[src/rtl/vdram_dec_pkg.sv]
package vdram_dec_pkg;

  localparam int KIND_W    = 5;
  localparam int KB_NORMAL = 0;
  localparam int KB_MASKED = 1;
  localparam int KB_BLOCK  = 2;
  localparam int KB_RDX    = 3;
  localparam int KB_WRX    = 4;

  function automatic logic [KIND_W-1:0] kind_bit(input int idx);
    logic [KIND_W-1:0] v;
    v      = '0;
    v[idx] = 1'b1;
    return v;
  endfunction

  // type fixed by pin levels at the row edge
  function automatic logic [KIND_W-1:0] kind_at_row(input logic oe_n, input logic we_n);
    if (!oe_n) return we_n ? kind_bit(KB_RDX) : kind_bit(KB_WRX);
    return we_n ? kind_bit(KB_NORMAL) : kind_bit(KB_MASKED);
  endfunction

  // refinement at a column edge
  function automatic logic [KIND_W-1:0] kind_at_col(input logic [KIND_W-1:0] cur,
                                                    input logic masked,
                                                    input logic dsf_row,
                                                    input logic dsf_col);
    if (cur[KB_RDX] || cur[KB_WRX] || dsf_row) return cur;
    if (dsf_col) return kind_bit(KB_BLOCK);
    return masked ? kind_bit(KB_MASKED) : kind_bit(KB_NORMAL);
  endfunction

endpackage

[src/rtl/vdram_pin_sync.sv]
module vdram_pin_sync #(
  parameter int             W       = 15,
  parameter int             DEPTH   = 2,
  parameter logic [W-1:0]   RST_VAL = '1
) (
  input  logic         clk,
  input  logic         rst_n,
  input  logic [W-1:0] d,
  output logic [W-1:0] q
);

  localparam int NST = (DEPTH < 1) ? 1 : DEPTH;

  logic [W-1:0] stg [NST];

  always_ff @(posedge clk or negedge rst_n) begin
    if (!rst_n) begin
      for (int i = 0; i < NST; i++) stg[i] <= RST_VAL;
    end else begin
      stg[0] <= d;
      for (int i = 1; i < NST; i++) stg[i] <= stg[i-1];
    end
  end

  assign q = stg[NST-1];

endmodule

[src/rtl/vdram_edge_det.sv]
module vdram_edge_det #(
  parameter int           W       = 1,
  parameter logic [W-1:0] RST_VAL = '1
) (
  input  logic         clk,
  input  logic         rst_n,
  input  logic [W-1:0] lvl,
  output logic [W-1:0] fell,
  output logic [W-1:0] rose
);

  logic [W-1:0] prev_q;

  always_ff @(posedge clk or negedge rst_n) begin
    if (!rst_n) prev_q <= RST_VAL;
    else        prev_q <= lvl;
  end

  for (genvar i = 0; i < W; i++) begin : g_bit
    assign fell[i] =  prev_q[i] & ~lvl[i];
    assign rose[i] = ~prev_q[i] &  lvl[i];
  end

endmodule

[src/rtl/vdram_mode_decode.sv]
module vdram_mode_decode
  import vdram_dec_pkg::*;
(
  input  logic              oe_n,
  input  logic              we_n,
  input  logic [KIND_W-1:0] cur_kind,
  input  logic              masked,
  input  logic              dsf_row,
  input  logic              dsf_col,
  output logic [KIND_W-1:0] row_kind,
  output logic              row_xfer,
  output logic              row_to_ram,
  output logic              row_mask,
  output logic [KIND_W-1:0] col_kind
);

  always_comb begin
    row_kind   = kind_at_row(oe_n, we_n);
    row_xfer   = ~oe_n;
    row_to_ram = ~oe_n & ~we_n;
    row_mask   =  oe_n & ~we_n;
    col_kind   = kind_at_col(cur_kind, masked, dsf_row, dsf_col);
  end


  always_comb begin
    kind_row_onehot_chk: assert ($onehot(row_kind));
  end

endmodule

[src/rtl/vdram_cycle_decoder.sv]
module vdram_cycle_decoder
  import vdram_dec_pkg::*;
#(
  parameter int ROW_W      = 9,
  parameter int COL_W      = 8,
  parameter int SYNC_DEPTH = 2
) (
  input  logic              clk,
  input  logic              rst_n,
  input  logic              ras_n,
  input  logic              cas_n,
  input  logic              dtoe_n,
  input  logic              wbwe_n,
  input  logic              dsf,
  input  logic              se_n,
  input  logic [ROW_W-1:0]  addr,
  output logic [ROW_W-1:0]  row_addr,
  output logic [COL_W-1:0]  col_addr,
  output logic              cycle_active,
  output logic [KIND_W-1:0] cycle_kind,
  output logic              xfer_to_ram,
  output logic              mask_en,
  output logic              se_held,
  output logic              row_strobe,
  output logic              col_strobe,
  output logic              cycle_done,
  output logic              stray_cas,
  output logic              data_oe
);

  localparam int PIN_W = ROW_W + 6;
  localparam int P_RAS = ROW_W;
  localparam int P_CAS = ROW_W + 1;
  localparam int P_OE  = ROW_W + 2;
  localparam int P_WE  = ROW_W + 3;
  localparam int P_DSF = ROW_W + 4;
  localparam int P_SE  = ROW_W + 5;

  logic [PIN_W-1:0] pin_raw, pin_s;

  assign pin_raw = {se_n, dsf, wbwe_n, dtoe_n, cas_n, ras_n, addr};

  vdram_pin_sync #(.W(PIN_W), .DEPTH(SYNC_DEPTH), .RST_VAL('1)) u_sync (
    .clk(clk), .rst_n(rst_n), .d(pin_raw), .q(pin_s)
  );

  logic ras_fall_w, ras_rise_w, cas_fall_w, cas_rose_unused;

  vdram_edge_det #(.W(1), .RST_VAL(1'b1)) u_ras_edge (
    .clk(clk), .rst_n(rst_n), .lvl(pin_s[P_RAS]), .fell(ras_fall_w), .rose(ras_rise_w)
  );

  vdram_edge_det #(.W(1), .RST_VAL(1'b1)) u_cas_edge (
    .clk(clk), .rst_n(rst_n), .lvl(pin_s[P_CAS]), .fell(cas_fall_w), .rose(cas_rose_unused)
  );

  // state
  logic              act_q, xfer_q, dir_q, mask_q, dsfr_q, se_q, cseen_q;
  logic [ROW_W-1:0]  row_q;
  logic [COL_W-1:0]  col_q;
  logic [KIND_W-1:0] kind_q;
  logic              rstb_q, cstb_q, done_q, stray_q;

  // decode
  logic [KIND_W-1:0] row_kind_w, col_kind_w;
  logic              row_xfer_w, row_dir_w, row_mask_w;

  vdram_mode_decode u_dec (
    .oe_n(pin_s[P_OE]), .we_n(pin_s[P_WE]),
    .cur_kind(kind_q), .masked(mask_q), .dsf_row(dsfr_q), .dsf_col(pin_s[P_DSF]),
    .row_kind(row_kind_w), .row_xfer(row_xfer_w), .row_to_ram(row_dir_w),
    .row_mask(row_mask_w), .col_kind(col_kind_w)
  );

  // named events
  logic end_w, col_take_w, stray_w;
  assign end_w      = ras_rise_w & act_q;
  assign col_take_w = cas_fall_w & act_q & ~ras_rise_w;
  assign stray_w    = cas_fall_w & ~act_q;

  always_ff @(posedge clk or negedge rst_n) begin
    if (!rst_n) begin
      act_q <= 1'b0; xfer_q <= 1'b0; dir_q <= 1'b0; mask_q <= 1'b0;
      dsfr_q <= 1'b0; se_q <= 1'b1; cseen_q <= 1'b0;
      row_q <= '0; col_q <= '0; kind_q <= '0;
      rstb_q <= 1'b0; cstb_q <= 1'b0; done_q <= 1'b0; stray_q <= 1'b0;
    end else begin
      rstb_q  <= 1'b0;
      cstb_q  <= 1'b0;
      done_q  <= 1'b0;
      stray_q <= stray_w;
      if (ras_fall_w) begin
        act_q   <= 1'b1;
        row_q   <= pin_s[ROW_W-1:0];
        kind_q  <= row_kind_w;
        xfer_q  <= row_xfer_w;
        dir_q   <= row_dir_w;
        mask_q  <= row_mask_w;
        dsfr_q  <= pin_s[P_DSF];
        se_q    <= pin_s[P_SE];
        cseen_q <= 1'b0;
        rstb_q  <= 1'b1;
      end else if (end_w) begin
        act_q   <= 1'b0;
        kind_q  <= '0;
        xfer_q  <= 1'b0;
        dir_q   <= 1'b0;
        mask_q  <= 1'b0;
        cseen_q <= 1'b0;
        done_q  <= 1'b1;
      end else if (col_take_w) begin
        col_q   <= pin_s[COL_W-1:0];
        kind_q  <= col_kind_w;
        cseen_q <= 1'b1;
        cstb_q  <= 1'b1;
      end
    end
  end

  assign row_addr     = row_q;
  assign col_addr     = col_q;
  assign cycle_active = act_q;
  assign cycle_kind   = kind_q;
  assign xfer_to_ram  = dir_q;
  assign mask_en      = mask_q;
  assign se_held      = se_q;
  assign row_strobe   = rstb_q;
  assign col_strobe   = cstb_q;
  assign cycle_done   = done_q;
  assign stray_cas    = stray_q;
  assign data_oe      = act_q & ~xfer_q & cseen_q & ~pin_s[P_CAS] & ~pin_s[P_OE];


  idle_quiet_chk: assert property (@(posedge clk) disable iff (!rst_n)
    !cycle_active |-> (cycle_kind == '0 && !data_oe && !col_strobe && !mask_en && !xfer_to_ram));


  kind_onehot_chk: assert property (@(posedge clk) disable iff (!rst_n)
    $onehot0(cycle_kind));


  dir_write_xfer_chk: assert property (@(posedge clk) disable iff (!rst_n)
    xfer_to_ram |-> cycle_kind[KB_WRX]);


  row_hold_chk: assert property (@(posedge clk) disable iff (!rst_n)
    (cycle_active && $past(cycle_active)) |-> ($stable(row_addr) && $stable(se_held) && $stable(xfer_to_ram)));


  done_after_active_chk: assert property (@(posedge clk) disable iff (!rst_n)
    cycle_done |-> (!cycle_active && $past(cycle_active)));


  stray_standby_chk: assert property (@(posedge clk) disable iff (!rst_n)
    stray_cas |-> (!$past(cycle_active) && !col_strobe));


  col_in_cycle_chk: assert property (@(posedge clk) disable iff (!rst_n)
    col_strobe |-> (cycle_active && $past(cycle_active)));


  oe_ramport_chk: assert property (@(posedge clk) disable iff (!rst_n)
    data_oe |-> (cycle_kind[KB_NORMAL] || cycle_kind[KB_MASKED] || cycle_kind[KB_BLOCK]));

endmodule

[config.mk]
export PLATFORM = sky130hd
export DESIGN_NAME = vdram_cycle_decoder
export DESIGN_NICKNAME = d
export VERILOG_FILES = /design/src/rtl/vdram_dec_pkg.sv /design/src/rtl/vdram_pin_sync.sv /design/src/rtl/vdram_edge_det.sv /design/src/rtl/vdram_mode_decode.sv /design/src/rtl/vdram_cycle_decoder.sv
export SDC_FILE = /design/constraint.sdc
export NUM_CORES = 1
export LEC_CHECK = 0
export ABC_CLOCK_PERIOD_IN_PS = 2050
export BUFFER_PORTS_ARGS = -buffer_cell sky130_fd_sc_hd__buf_4
export CORE_MARGIN = 5
export CORE_UTILIZATION = 50
export CTS_BUF_LIST = sky130_fd_sc_hd__clkbuf_2 sky130_fd_sc_hd__clkbuf_4 sky130_fd_sc_hd__clkbuf_8
export CTS_CLUSTER_DIAMETER = 200
export DETAILED_ROUTE_END_ITERATION = 8
export GPL_TIMING_DRIVEN = 0
export PLACE_DENSITY = 0.81
export REMOVE_ABC_BUFFERS = 1
export SETUP_SLACK_MARGIN = 0.3
export SKIP_LAST_GASP = 1
export SLEW_MARGIN = 20
export SYNTH_ARGS = -nofsm -noshare
export SYNTH_HDL_FRONTEND = slang
export SYNTH_SLANG_ARGS = --single-unit
export TNS_END_PERCENT = 1
[constraint.sdc]
create_clock -name clk -period 2.05 [get_ports clk]
set_input_delay 0.41 -clock clk [delete_from_list [all_inputs] [get_ports clk]]
set_output_delay 0.41 -clock clk [all_outputs]
set_load 0.01 [all_outputs]
# After elaboration in Yosys (flattened, before gate mapping)
# Index checks and enable logic that the tools add are counted.
[word_totals] regBits=65 in_bits=17 out_inout_bits=31 word_cells=74
[classes] muxes=28 n_bitwise=23 reduce_logical=5
[op_table] cell="5-bit two-way mux" n=9
[op_table] cell="1-bit two-way mux" n=17
[op_table] cell="1-bit AND" n=13
[op_table] cell="1-bit inverter" n=10
[op_table] cell="2-bit two-way mux" n=2
[op_table] cell="3-bit AND reduction" n=1
[op_table] cell="3-bit nonzero test" n=1
[op_table] cell="1-bit logical OR" n=2
[op_table] cell="2-bit nonzero test" n=1

# Depth between registers and ports, before layout
[depth] depth_word=9 ltp_mapped=5 depth_no_buf=4

# Hierarchy
# From an unflattened synthesis, not the netlist that was laid out.
[unflattened] cells_unflattened=148 hier_area_um2=2411.1
[by_module_without_submodules] module="vdram_cycle_decoder" instances=1 cells_each=80 area_per_inst_um2=1310.0 seq_area_each_um2=827.0
[by_module_without_submodules] module="vdram_pin_sync" instances=1 cells_each=45 area_per_inst_um2=900.9 seq_area_each_um2=788.3
[by_module_without_submodules] module="vdram_mode_decode" instances=1 cells_each=17 area_per_inst_um2=117.6 seq_area_each_um2=0.0
[by_module_without_submodules] module="vdram_edge_det" instances=2 cells_each=3 area_per_inst_um2=41.3 seq_area_each_um2=26.3

# Least setup slack after synthesis
# No wires, ideal clock.
[synth_timing] path_type="reg-to-reg" start="reg u_sync.stg (netlist bit u_sync.q[9])" end="reg col_q[0], in the netlist col_addr[0]" setup_time_ns=0.125 arrival_ns=1.502 setup_slack_ns=0.423 stages_incl_launch_ff=5 path_buffers=0 cell_sequence="dfstp_2 -> nand2b_1 -> inv_2 -> nor3_4 -> mux2_2"
[synth_via] elab_chain_cells=4 word_cells_on_any_way=9 classes_between="bitwise (8); reduce/logical (1)"
[synth_rtl] item="start: declaration" line="vdram_pin_sync.sv:14" source="logic [W-1:0] stg [NST];"
[synth_rtl] item="1-bit AND / 1-bit inverter (equally long branches)" line="vdram_edge_det.sv:21, vdram_edge_det.sv:20"
[synth_rtl] item="1-bit AND (tied with other cells)" line="vdram_cycle_decoder.sv:77" source="assign end_w = ras_rise_w & act_q;"
[synth_rtl] item="1-bit inverter (no source line) / 1-bit AND (equally long branches)"
[synth_rtl] item="3-bit AND reduction (no source line) *"
[synth_rtl] item="end signal: assignment" line="vdram_cycle_decoder.sv:112" source="col_q <= pin_s[COL_W-1:0];"
[synth_rtl] item="end: declaration" line="vdram_cycle_decoder.sv:60" source="logic [COL_W-1:0] col_q;"
# Every way passes the cells marked *; elsewhere a longest branch is shown, timed or not.
# A chain may end at the register's enable or synchronous reset.

# Worst setup path in the final report
[layout_timing] start="reg act_q, in the netlist cycle_active" end="out data_oe"
[layout_via] elab_chain_cells=4
[layout_rtl] item="start: declaration" line="vdram_cycle_decoder.sv:58" source="logic act_q, xfer_q, dir_q, mask_q, dsfr_q, se_q, cseen_q;"
[layout_rtl] item="start signal: assignment" line="vdram_cycle_decoder.sv:83" source="act_q <= 1'b0; xfer_q <= 1'b0; dir_q <= 1'b0; mask_q <= 1'b0;"
[layout_rtl] item="start signal: assignment" line="vdram_cycle_decoder.sv:93" source="act_q <= 1'b1;"
[layout_rtl] item="start signal: assignment" line="vdram_cycle_decoder.sv:104" source="act_q <= 1'b0;"
[layout_rtl] item="1-bit AND (4 in series)" line="vdram_cycle_decoder.sv:131" source="assign data_oe = act_q & ~xfer_q & cseen_q & ~pin_s[P_CAS] & ~pin_s[P_OE];"
[layout_rtl] item="end: declaration" line="vdram_cycle_decoder.sv:28" source="output logic data_oe"
# Every way passes these cells.

==> summary.txt <==
Worst setup path
  • Cells on worst reg2reg path: 5
  • Required @ worst endpoint: 1.64 ns
  • Critical Path Sink Type: output pin
  • Worst Path Max Fanout: 4
  • Cell depth of the worst setup path: 3
  • Bufs and invs on worst path: 1
  • CP delay by family, top: simple AND/OR/NAND/NOR gates
  • CP startpoint: cycle_active$_DFFE_PN0N_
  • Slowest Stage Delay on Critical Path: 0.38 ns
  • R2r setup slk: 0.38 ns
  • Worst R2R End: col_addr[7]$_DFFE_PN0P_
  • Critical Path Sink: data_oe
  • Critical path startpoint category: register
  • Crit-path cells: nor2b_2 -> nor4bb_4 -> buf_4
  • Worst r2r src: u_ras_edge.prev_q$_DFF_PN1_
  • Arrival @ worst endpoint: 1.31 ns
  • CP max stage cell: dfrtp_1
  • CP Class: reg2out

Synthesis
  • Area of the mapped netlist: 0.002122 mm²
  • Prevailing post-synth register cell: dfstp_2
  • Seq/Total Area, Yosys: 0.7860
  • Yosys warnings: 0
  • Fraction of registers with async set/reset: 1.000
  • Mapped Cells: 146
  • Avg Cell Area, Syn: 14.53 µm²
  • Count of different cell masters after synthesis: 25
  • Synthesis-stage register bit count: 65
  • Number of synthesized flops with an enable pin: 0

Cells and area
  • Most common cell after layout, fill and taps aside: buf_4
  • Most frequent cells in the layout: buf_4, nand2_1, dfstp_2
  • Ant. Diodes: 0
  • Ratio of cells with drive above 1 in the final layout: 0.5476
  • Final Util: 0.6892
  • Non-Filler Instances: 260
  • Area growth syn-to-layout: 31.78%
  • Cell area after layout: 0.002796 mm²
  • Net count, final: 222
  • Fillcell total: 271

Floorplan
  • Die height: 75.15 µm
  • Starting density of the core: 0.5230
  • Die ar.: 0.005647 mm²
  • Die width: 75.15 µm
  • Top-Level Pins: 48
  • Core area: 0.004058 mm²
  • Rows: 23

CTS
  • Clock sinks: 65
  • Clk buf depth: 2
  • Clk slew on worst S/H paths: 0.07 ns
  • Clk Latency, worst-skew pair: 0.34 ns
  • CTS Root Cell: clkbuf_8
  • Hold_buf cts: 0
  • # H-tree levels: 3
  • CTS tree: done
  • CTS buffer count: 9

GRT
  • Congestion Overflow GR: 0
  • Antenna violations before repair: 0
  • M3 GR Usage: 0.05474
  • First-pass GRT wire length: 6713 µm
  • Busiest grt layer: met2
  • Pin count of the biggest net entering global routing: 66
  • Met2 Use GR: 0.2843
  • Met1 Resource Use GR: 0.1860
  • Vias in the first global route: 1,443
  • GRT Resource Usage Total: 0.1674

Placement
  • Port bufs: 47
  • Cells after DPL: 239
  • Area after DPL: 0.002522 mm²
  • Dpl hpwl: 2531 µm
  • Routability Congestion: 0.8667

Drt
  • Vias: 1,316
  • Total wire length: 4238 µm
  • Antenna Nets Post-Route: 0
  • DR pass1 iterations: 4
  • Vias per cell: 5.062
  • # DRC: 0
  • Initial detailed-routing violation count: 107
  • Wirelength per Cell: 16.30 µm

Pwr
  • Pwr/cell area: 1054 mW/mm²
  • Leakage power: 1.375 nW
  • Peak VDD IR: 569.8 µV

STA
  • Final Hold Viols: 0
  • Clock skew: 0.008375 ns
  • Crit share post-route: 0.8385
  • Max-slew violation count: 0
  • Final min period: 1.719 ns
  • Tightest Pin Transition: 0.7494 ns
  • Highest clock rate: 581.8 MHz
  • Final TNS setup: 0 ns
  • Rel. slew slack: 0.5004
  • RSZ-0062 raised after global routing: yes
  • Final setup fails: 0
  • Hold_ws: 0.1506 ns

Run
  • Max-cap viol count: 0

Status
  • Status: completed

Hold path
  • Hold crit path type: in2async
[report_power, final]
group	switching [mW]	internal, mW	leakage (nW)
combinational	0.186	0.212	0.521
clock	0.448	0.581	0.106
sequential	0.0800	1.44	0.749
total	0.714	2.23	1.38
[repair_timing]
action,CTS,global route
gates cloned,1,0
setup buffers,2,2
setup endpoints to repair,26,9
gates resized for setup,3,6
pin swaps,1,0
[per-stage QoR]
step | total power [mW] | setup slack [ns]
after floorplan | 1.680 | -0.06803
after global placement | 1.897 | -0.5468
after detailed placement | 1.920 | -0.5370
after CTS | 2.944 | 0.2376
after global routing | 3.074 | 0.2832
final | 2.949 | 0.3312
[worst min path at each step]
| stage | slack (ns) | depth (start not counted) | to |
|---|---|---|---|
| after floorplan | 0.11 | 0 | col_addr[0]$_DFFE_PN0P_ |
| after global placement | 0.35 | 0 | u_sync.q[2]$_DFF_PN1_ |
| after detailed placement | 0.35 | 0 | u_sync.q[0]$_DFF_PN1_ |
| after CTS | 0.17 | 1 | row_addr[0]$_DFFE_PN0N_ |
| after global routing | 0.16 | 1 | u_sync.stg[29]$_DFF_PN1_ |
| final | 0.15 | 1 | xfer_to_ram$_DFFE_PN0N_ |
[synthesized netlist by cell type, types with 2 or more instances]
| cell type | n | area share |
|---|---|---|
| dfstp_2 | 33 | 0.41 |
| mux2_2 | 8 | 0.042 |
| a21o_1 | 3 | 0.011 |
| nor2_1 | 5 | 0.0088 |
| a21oi_1 | 2 | 0.0047 |
| dfrtp_1 | 32 | 0.38 |
| mux2i_1 | 2 | 0.0094 |
| nand2_1 | 35 | 0.062 |
| nand2b_1 | 3 | 0.0088 |
| inv_1 | 3 | 0.0053 |
| nor3_1 | 3 | 0.0071 |
| clkbuf_1 | 4 | 0.0071 |
[cell type report]
| class | count | area (µm²) | share of cell area |
|---|---|---|---|
| inverters | 4 | 17.52 | 0.006264 |
| repair buffers | 51 | 386.6 | 0.1383 |
| clock inverters | 2 | 10.01 | 0.003579 |
| flip-flops and latches | 65 | 1668 | 0.5964 |
| multi-input cells | 74 | 465.4 | 0.1664 |
| clock buffers | 14 | 186.4 | 0.06667 |
| well taps | 50 | 62.56 | 0.02237 |
[sequential cells by signal, indices dropped and copies added (netlist names), 5 cells and up]
name        cells
cycle_kind      5
u_sync.stg     15
row_addr        9
u_sync.q       15
col_addr        8
[cell families (layout without fill, tap and decap cells)]
logic type      count (synthesis)  after routing  share of synthesized area
buf+inv                         8             71                    0.01415
flops                          65             65                     0.7860
compound gates                 11             11                    0.03656
mux                            10             10                    0.05189
simple gates                   52             53                     0.1114
[metal layers]
| layer | wire length [µm] | vias to the layer above |
|---|---|---|
| li1 | - | 597 |
| met1 | 1600 | 660 |
| met2 | 2288 | 50 |
| met3 | 273 | 9 |
| met4 | 75 | 0 |
| met5 | 0 | - |
No activity file was read; power rests on OpenSTA's default activity.
